==> src/rtl/rcomb_pkg.sv <==
package rcomb_pkg;
    // three sources feed the truth table
    localparam int N_SRC = 3;
    localparam int TT_W  = 1 << N_SRC;

    typedef struct packed {
        logic first;
        logic last;
        logic desc;
    } word_pos_t;

    function automatic logic tt_pick(input logic [TT_W-1:0] tt,
                                     input logic a, input logic b, input logic c);
        return tt[{a, b, c}];
    endfunction
endpackage

==> src/rtl/edge_mask.sv <==
module edge_mask #(
    parameter int W = 16
) (
    input  logic [W-1:0] word_in,
    input  logic         at_first,
    input  logic         at_last,
    input  logic [W-1:0] lead_mask,
    input  logic [W-1:0] tail_mask,
    output logic [W-1:0] word_out
);
    logic [W-1:0] lead_eff;
    logic [W-1:0] tail_eff;

    always_comb begin
        lead_eff = at_first ? lead_mask : '1;
        tail_eff = at_last  ? tail_mask : '1;
        word_out = word_in & lead_eff & tail_eff;
    end
endmodule

==> src/rtl/lane_shift.sv <==
module lane_shift #(
    parameter int W  = 16,
    parameter int SW = $clog2(W)
) (
    input  logic          clk,
    input  logic          rst,
    input  logic          adv,
    input  logic          row_start,
    input  logic          desc,
    input  logic [SW-1:0] amount,
    input  logic [W-1:0]  cur,
    output logic [W-1:0]  shifted
);
    logic [W-1:0] carry_q;
    logic [W-1:0] carry_eff;

    always_comb begin
        carry_eff = row_start ? '0 : carry_q;
        if (desc)
            shifted = W'(({cur, carry_eff} << amount) >> W);
        else
            shifted = W'({carry_eff, cur} >> amount);
    end

    always_ff @(posedge clk) begin
        if (rst)
            carry_q <= '0;
        else if (adv)
            carry_q <= cur;
    end
endmodule

==> src/rtl/minterm_unit.sv <==
module minterm_unit
    import rcomb_pkg::*;
#(
    parameter int W = 16
) (
    input  logic [W-1:0]    op_a,
    input  logic [W-1:0]    op_b,
    input  logic [W-1:0]    op_c,
    input  logic [TT_W-1:0] tt,
    output logic [W-1:0]    res
);
    for (genvar i = 0; i < W; i++) begin : g_bit
        assign res[i] = tt_pick(tt, op_a[i], op_b[i], op_c[i]);
    end
endmodule

==> src/rtl/raster_combine.sv <==
module raster_combine
    import rcomb_pkg::*;
#(
    parameter int WORD_W = 16,
    parameter int SHIFT_W = $clog2(WORD_W)
) (
    input  logic               clk,
    input  logic               rst,
    input  logic               in_valid,
    input  logic               row_first,
    input  logic               row_last,
    input  logic               desc_mode,
    input  logic               use_a,
    input  logic               use_b,
    input  logic               use_c,
    input  logic [WORD_W-1:0]  a_word,
    input  logic [WORD_W-1:0]  b_word,
    input  logic [WORD_W-1:0]  c_word,
    input  logic [WORD_W-1:0]  a_hold,
    input  logic [WORD_W-1:0]  b_hold,
    input  logic [WORD_W-1:0]  c_hold,
    input  logic [SHIFT_W-1:0] a_shift,
    input  logic [SHIFT_W-1:0] b_shift,
    input  logic [WORD_W-1:0]  first_mask,
    input  logic [WORD_W-1:0]  last_mask,
    input  logic [TT_W-1:0]    truth,
    output logic               out_valid,
    output logic [WORD_W-1:0]  d_word
);
    word_pos_t          pos;
    logic [WORD_W-1:0]  a_src, b_src, c_src;
    logic [WORD_W-1:0]  a_clip;
    logic [WORD_W-1:0]  a_aligned, b_aligned;
    logic [WORD_W-1:0]  d_next;

    // operand select: streamed word or held preload
    always_comb begin
        pos   = '{first: row_first, last: row_last, desc: desc_mode};
        a_src = use_a ? a_word : a_hold;
        b_src = use_b ? b_word : b_hold;
        c_src = use_c ? c_word : c_hold;
    end

    // edge clipping on A only, ahead of the shifter
    edge_mask #(.W(WORD_W)) u_amask (
        .word_in  (a_src),
        .at_first (pos.first),
        .at_last  (pos.last),
        .lead_mask(first_mask),
        .tail_mask(last_mask),
        .word_out (a_clip)
    );

    // cross-word alignment
    lane_shift #(.W(WORD_W), .SW(SHIFT_W)) u_ashift (
        .clk      (clk),
        .rst      (rst),
        .adv      (in_valid),
        .row_start(pos.first),
        .desc     (pos.desc),
        .amount   (a_shift),
        .cur      (a_clip),
        .shifted  (a_aligned)
    );

    lane_shift #(.W(WORD_W), .SW(SHIFT_W)) u_bshift (
        .clk      (clk),
        .rst      (rst),
        .adv      (in_valid),
        .row_start(pos.first),
        .desc     (pos.desc),
        .amount   (b_shift),
        .cur      (b_src),
        .shifted  (b_aligned)
    );

    // bitwise truth-table evaluation
    minterm_unit #(.W(WORD_W)) u_logic (
        .op_a(a_aligned),
        .op_b(b_aligned),
        .op_c(c_src),
        .tt  (truth),
        .res (d_next)
    );

    // output register
    always_ff @(posedge clk) begin
        if (rst) begin
            out_valid <= 1'b0;
            d_word    <= '0;
        end else begin
            out_valid <= in_valid;
            if (in_valid)
                d_word <= d_next;
        end
    end


    valid_follow_chk: assert property (@(posedge clk) disable iff (rst)
        in_valid |=> out_valid);


    valid_idle_chk: assert property (@(posedge clk) disable iff (rst)
        !in_valid |=> (!out_valid && $stable(d_word)));


    clear_code_chk: assert property (@(posedge clk) disable iff (rst)
        (in_valid && truth == 8'h00) |=> (d_word == '0));


    set_code_chk: assert property (@(posedge clk) disable iff (rst)
        (in_valid && truth == 8'hFF) |=> (d_word == '1));


    c_passthru_chk: assert property (@(posedge clk) disable iff (rst)
        (in_valid && truth == 8'hAA) |=> (d_word == $past(c_src)));


    hold_copy_chk: assert property (@(posedge clk) disable iff (rst)
        (in_valid && !use_c && truth == 8'hAA) |=> (d_word == $past(c_hold)));
endmodule

==> config.mk <==
export PLATFORM = sky130hd
export DESIGN_NAME = raster_combine
export DESIGN_NICKNAME = d
export VERILOG_FILES = /design/src/rtl/rcomb_pkg.sv /design/src/rtl/edge_mask.sv /design/src/rtl/lane_shift.sv /design/src/rtl/minterm_unit.sv /design/src/rtl/raster_combine.sv
export SDC_FILE = /design/constraint.sdc
export NUM_CORES = 1
export LEC_CHECK = 0
export BUFFER_PORTS_ARGS = -buffer_cell sky130_fd_sc_hd__buf_2
export CAP_MARGIN = 20
export CORE_AREA = 2 2 173 175
export DETAILED_ROUTE_END_ITERATION = 8
export DIE_AREA = 0 0 175 177
export PLACE_DENSITY = 0.59
export SLEW_MARGIN = 20
export SYNTH_ARGS = -nofsm -noshare
export SYNTH_HDL_FRONTEND = slang
export SYNTH_HIERARCHICAL = 1
export SYNTH_SLANG_ARGS = --single-unit
==> constraint.sdc <==
create_clock -name clk -period 9.6 [get_ports clk]
set_input_delay 1.44 -clock clk [delete_from_list [all_inputs] [get_ports clk]]
set_output_delay 1.44 -clock clk [all_outputs]
set_load 0.05 [all_outputs]
== After elaboration in Yosys (flattened, before gate mapping) ==
Cells that the tools add are included.

* Register bits: 49
* Input port bits: 153
* Output and inout port bits: 17
* Word-level logic and storage cells: 67

* $lt $le $gt $ge: 16
* Shift operators: 4
* Muxes and demuxes: 41
* Bitwise gates (word level): 2

{| class="wikitable"
|+ Operators with widths
! kind !! number
|-
| $mux 16 || 9
|-
| $lt 3x4->1 const B || 16
|-
| $shl 32x4->32 || 2
|-
| $shr 32x4->16 || 2
|-
| $bmux 1 s3 || 16
|-
| $and 16x16->16 || 2
|-
| $mux 1 || 16
|}

== Longest topological paths before layout ==
* Depth in word-level cells: 7
* Gate-level depth with buffers: 13
* Gate-level depth less buffers: 11

== Cells and area by module ==
The synthesis kept the hierarchy.

{| class="wikitable"
|+ Modules (own cells, without submodules)
! module !! times used !! cells an instance !! area each (µm²) !! seq. area each (µm²)
|-
| lane_shift || 2 || 364 || 3,281.9 || 320.3
|-
| raster_combine || 1 || 108 || 1,350.0 || 340.3
|-
| minterm_unit || 1 || 56 || 1,094.8 || 0.0
|-
| edge_mask || 1 || 20 || 210.2 || 0.0
|}

== Least setup slack after synthesis ==
Ideal clock, no wire load.

* Kind: input port to flip-flop
* From: input port use_a
* To: register d_word[8]
* Library setup time: 117 ps
* Arrival: 3,909 ps
* Data required time: 9,483 ps
* Setup slack: 5,574 ps
* Stages on the path: 12
* Path buffers: 2
* Cell sequence: buf_6 -> buf_12 -> mux2_4 -> o221a_1 -> mux4_2 -> or3_1 -> o211a_1 -> a32o_1 -> mux4_1 -> mux2_2 -> mux2i_1 -> nor2_1

* Word-level cells in the longest chain between the ends: 7
* Elaborated cells between the ends (all ways): 8
* Classes of those cells: shift (2); mux (4); bitwise (2)

{| class="wikitable"
|+ Ends and longest elaborated chain
! item !! RTL line !! source
|-
| from (decl) || raster_combine.sv:13 || <nowiki>input logic use_a,</nowiki>
|-
| $mux 16 (*) || raster_combine.sv:39 || <nowiki>a_src = use_a ? a_word : a_hold;</nowiki>
|-
| via a_src[12] || raster_combine.sv:31 || <nowiki>logic [WORD_W-1:0] a_src, b_src, c_src;</nowiki>
|-
| $and 16x16->16 (*) (2 in a row) || edge_mask.sv:17 || <nowiki>word_out = word_in & lead_eff & tail_eff;</nowiki>
|-
| via a_clip[12] || raster_combine.sv:32 || <nowiki>logic [WORD_W-1:0] a_clip;</nowiki>
|-
| $shr 32x4->16 or $shl 32x4->32 (tied branches) || lane_shift.sv:22, lane_shift.sv:20 ||
|-
| $mux 16 (*) || lane_shift.sv:19 || <nowiki>if (desc)</nowiki>
|-
| via a_aligned[8] || raster_combine.sv:33 || <nowiki>logic [WORD_W-1:0] a_aligned, b_aligned;</nowiki>
|-
| $bmux 1 s3 (*) || rcomb_pkg.sv:14 || <nowiki>return tt[{a, b, c}];</nowiki>
|-
| $mux 1 (implied by the code) (*) || rcomb_pkg.sv:14 ||
|-
| via d_next[8] || raster_combine.sv:34 || <nowiki>logic [WORD_W-1:0] d_next;</nowiki>
|-
| to (signal assigned) || raster_combine.sv:94 || <nowiki>d_word <= d_next;</nowiki>
|-
| to (decl) || raster_combine.sv:28 || <nowiki>output logic [WORD_W-1:0] d_word</nowiki>
|}

The timed path passes the listed nets; every way through them passes the cells marked *. The select of a mux whose other input is x is not followed.
A chain may end at the register's enable or synchronous reset.

== Worst setup path in the final report ==
* From: input port b_shift[1]
* To: register d_word[2]

* Word-level cells in the longest chain between the ends: 4
* Elaborated cells between the ends (all ways): 5
* Classes of those cells: shift (2); mux (3)

{| class="wikitable"
|+ Ends and longest elaborated chain
! item !! RTL line !! source
|-
| from (decl) || raster_combine.sv:23 || <nowiki>input logic [SHIFT_W-1:0] b_shift,</nowiki>
|-
| $shr 32x4->16 or $shl 32x4->32 (tied branches) || lane_shift.sv:22, lane_shift.sv:20 ||
|-
| $mux 16 (*) || lane_shift.sv:19 ||
|-
| via b_aligned[2] || raster_combine.sv:33 ||
|-
| $bmux 1 s3 (*) || rcomb_pkg.sv:14 ||
|-
| $mux 1 (implied by the code) (*) || rcomb_pkg.sv:14 ||
|-
| via d_next[2] || raster_combine.sv:34 ||
|}

Marked as above.

==> tab_implementation.tex <==
\begin{tabular}{lr}
\hline
Metric & Value \\
\hline
\multicolumn{2}{l}{\textbf{Outcome}} \\
Status & completed \\
\multicolumn{2}{l}{\textbf{Timing}} \\
Setup repair after global routing missed its margin & false \\
Final Max Tran Viols & 0 \\
Hold Fails Final Rpt & 0 \\
Accumulated negative setup slack & 0 ps \\
Final worst clock skew & 7.69 ps \\
Transition time at the pin with the least slew margin & 1060 ps \\
Setup Viol. Count Final & 0 \\
Post-route fraction of the period consumed by the critical path & 0.489 \\
F\_max & 213 MHz \\
Final worst path period need & 4690 ps \\
Slew margin rel. & 0.291 \\
\multicolumn{2}{l}{\textbf{Floorplan}} \\
Die Area & 0.0310 mm\^{}2 \\
Number of rows in the core area & 63 \\
Die X & 175 um \\
Initial core utilization & 0.315 \\
Number of I/O pins & 170 \\
Area of the core region & 0.0292 mm\^{}2 \\
Die Height & 177 um \\
\multicolumn{2}{l}{\textbf{Route}} \\
DRT Wirelength & 30,100 um \\
Routed via count divided by cell count & 6.09 \\
Remaining antenna violation count & 0 \\
Routed wire length per instance & 21.9 um \\
DRC viols & 0 \\
Iteration-0 DRC count of the detailed router & 773 \\
Routed via count & 8,397 \\
First drt pass iteration count & 7 \\
\multicolumn{2}{l}{\textbf{GRT}} \\
Number of antenna violations at the first check in global routing & 0 \\
Number of global-route vias before repair & 7,678 \\
Total Routing Usage GR & 0.189 \\
Grt ovf & 0 \\
Maximum number of pins on one net before global-route repair & 78 \\
Met2 layer usage reported by global route & 0.293 \\
Global-route wire length before repair & 46,300 um \\
Grt peak-use layer & met2 \\
GR Layer Usage met3 & 0.0316 \\
Met1 routing resource usage after global routing & 0.263 \\
\multicolumn{2}{l}{\textbf{Yosys}} \\
Total of warnings raised by yosys & 6 \\
Yosys cell types & 63 \\
Dominant register cell in the synthesized netlist & sky130\_fd\_sc\_hd\_\_dfxtp\_1 \\
Gate Count Post-Synth & 912 \\
EDFF count, synth & 0 \\
Share of synthesized flip-flops with an asynchronous set or reset & 0 \\
Number of synthesized register bits & 49 \\
Netlist area before placement & 0.00922 mm\^{}2 \\
Proportion of synthesized chip area in sequential cells & 0.106 \\
Syn Area/Cell & 10.1 um\^{}2 \\
Syn nets & 1,065 \\
\multicolumn{2}{l}{\textbf{Critical path}} \\
Crit path required time & 9760 ps \\
Crit path largest cell delay & 640 ps \\
Worst-path cell chain & buf\_2, buf\_4, nand2b\_1, o32ai\_2, a32oi\_1, and3\_1, a221oi\_1, mux4\_1, mux2\_2, mux2i\_1, nor2\_1 \\
Largest fanout on the critical path & 66 \\
Element type at the critical path start & primary input \\
Sort of element at the end of the critical path & register \\
Cell with the biggest individual delay on the critical path & sky130\_fd\_sc\_hd\_\_buf\_4 \\
Worst setup path category & in2reg \\
Arrival time of data at the critical path endpoint & 4860 ps \\
\multicolumn{2}{l}{\textbf{Cells and area}} \\
Number of standard cells in the final layout excluding fillers & 1,378 \\
Most frequent cells in the layout & 167 x sky130\_fd\_sc\_hd\_\_buf\_2, 138 x sky130\_fd\_sc\_hd\_\_mux2i\_1, 94 x sky130\_fd\_sc\_hd\_\_nor2\_1 \\
Share of the core filled with cells in the final layout & 0.337 \\
Layout overhead on the synthesized area & 6.87\% \\
Diode count & 0 \\
Filler Cells Inserted & 2,997 \\
Combined flip-flop and latch cell area & 981 um\^{}2 \\
Leading cell type in the layout, fill and taps excluded & sky130\_fd\_sc\_hd\_\_buf\_2 \\
Multi-input logic area & 0.00729 mm\^{}2 \\
Layout net count & 1,140 \\
Fraction of layout cells with a size suffix above 1 & 0.333 \\
\multicolumn{2}{l}{\textbf{CTS}} \\
Htree depth & 2 \\
Buffer cell driving the clock tree root & sky130\_fd\_sc\_hd\_\_clkbuf\_16 \\
Gates resized, CTS repair & 0 \\
TritonCTS clock tree & yes \\
CTS Sinks & 49 \\
Clock buffer depth & 2 \\
Post-CTS setup repair buffer count & 0 \\
Clock-pin transition on the worst setup and hold timing paths & 70 ps \\
Worst-skew pair later-pin latency & 310 ps \\
Hold-fix buffers at CTS & 0 \\
Number of buffers inserted during clock tree synthesis & 5 \\
\multicolumn{2}{l}{\textbf{Power}} \\
Power density over the cells & 95.0 mW/mm\^{}2 \\
Leakage power figure & 4.04 nW \\
Peak VDD IR & 0.0594 mV \\
\multicolumn{2}{l}{\textbf{Place}} \\
Total of buffers placed on input and output ports & 169 \\
Weighted congestion at the end of routability-driven global placement & 0.949 \\
Placed cells & 1,370 \\
Hpwl dp & 21,900 um \\
\multicolumn{2}{l}{\textbf{Run}} \\
Number of max-cap violations & 0 \\
\multicolumn{2}{l}{\textbf{Hold path}} \\
Worst hold-check path type & reg2reg \\
\hline
\end{tabular}
## routing by layer
metal  share of wire  routed length [um]  vias up
li1                -                   -     3792
met2            0.45               13600      449
met1            0.43               12900     4099
met5               0                   0        -
met4           0.034                1030        0
met3           0.086                2600       57
## layout make-up
type	instances	share of cell area
Clock buffer	6	0.0131
Clock inverter	2	0.00140
Inverter	12	0.00457
Multi-Input combinational cell	743	0.740
Sequential cell	49	0.0996
Tap cell	390	0.0495
Timing Repair Buffer	176	0.0917
## cell families (layout without fill, tap and decap cells)
group                  after synthesis  after routing  synth area share
muxes                              304            304             0.491
AOI/OAI and AO/OA                  222            222             0.186
and+or+nand+nor                    217            217             0.113
buffers and inverters              120            196             0.103
DFF                                 49             49             0.106
## Yosys cell counts (6+ instances only)
cell                       count  share of area
sky130_fd_sc_hd__dfxtp_1      49           0.11
sky130_fd_sc_hd__mux4_1       41           0.12
sky130_fd_sc_hd__nand2_1      44          0.018
sky130_fd_sc_hd__and2_1        6         0.0041
sky130_fd_sc_hd__and3_1        6         0.0041
sky130_fd_sc_hd__a211oi_1     26          0.021
sky130_fd_sc_hd__o221a_1      15          0.018
sky130_fd_sc_hd__nor2b_1      19          0.013
sky130_fd_sc_hd__o221ai_1      8         0.0076
sky130_fd_sc_hd__a21oi_1      30          0.016
sky130_fd_sc_hd__o22a_1        6         0.0057
sky130_fd_sc_hd__o21ai_0      24          0.013
sky130_fd_sc_hd__o221a_2       7         0.0086
sky130_fd_sc_hd__a211o_1      12          0.011
sky130_fd_sc_hd__a221oi_1      8         0.0076
sky130_fd_sc_hd__a32o_1        6         0.0065
sky130_fd_sc_hd__buf_4        12         0.0098
sky130_fd_sc_hd__clkbuf_1     22         0.0090
sky130_fd_sc_hd__mux2_4       30          0.049
sky130_fd_sc_hd__nand2b_1     20          0.014
sky130_fd_sc_hd__buf_2        20          0.011
sky130_fd_sc_hd__o22ai_1      22          0.015
sky130_fd_sc_hd__buf_12        7          0.015
sky130_fd_sc_hd__inv_1        10         0.0041
sky130_fd_sc_hd__nor2_1       94          0.038
sky130_fd_sc_hd__buf_6        38          0.046
sky130_fd_sc_hd__mux2_2       46          0.056
sky130_fd_sc_hd__mux4_2       49           0.12
sky130_fd_sc_hd__o31a_1        6         0.0057
sky130_fd_sc_hd__mux2i_1     138           0.15
sky130_fd_sc_hd__o211ai_1     12         0.0098
## final timing paths
path / startpoint / to / slack, ps / cells after the start
max: b_shift[1] / d_word[2] / 4910 / 11
min: d_word[10] / d_word[10] / 500 / 2
max reg2reg: u_ashift/carry_q[7] / d_word[12] / 6740 / 9
min reg2reg: d_word[10] / d_word[10] / 500 / 2
## worst max-delay path, delay by kind of cell
| family | cells | cell delay [ps] |
|---|---|---|
| compound gates | 3 | 1050 |
| buf+inv | 2 | 720 |
| mux | 3 | 810 |
| simple gates | 3 | 790 |
## flip-flops by register name (all words and copies together), names as in the netlist
register          count
out_valid             1
u_bshift/carry_q     16
d_word               16
u_ashift/carry_q     16
## per-stage QoR
step	cell area (um^2)	setup slack [ps]	power [mW]	hold WS [ps]
2_1_floorplan	9220	5570	0.625	499
3_5_place_dp	9710	4680	0.739	486
4_1_cts	9850	5000	0.937	504
3_3_place_gp	9710	4780	0.735	470
6_report	9850	4910	0.936	498
5_1_grt	9850	4720	0.984	544
## power breakdown
part | switching (mW) | internal [mW]
clock network | 0.0949 | 0.0979
logic | 0.272 | 0.229
registers | 0.0233 | 0.219
(Power assumes the default switching activity.)
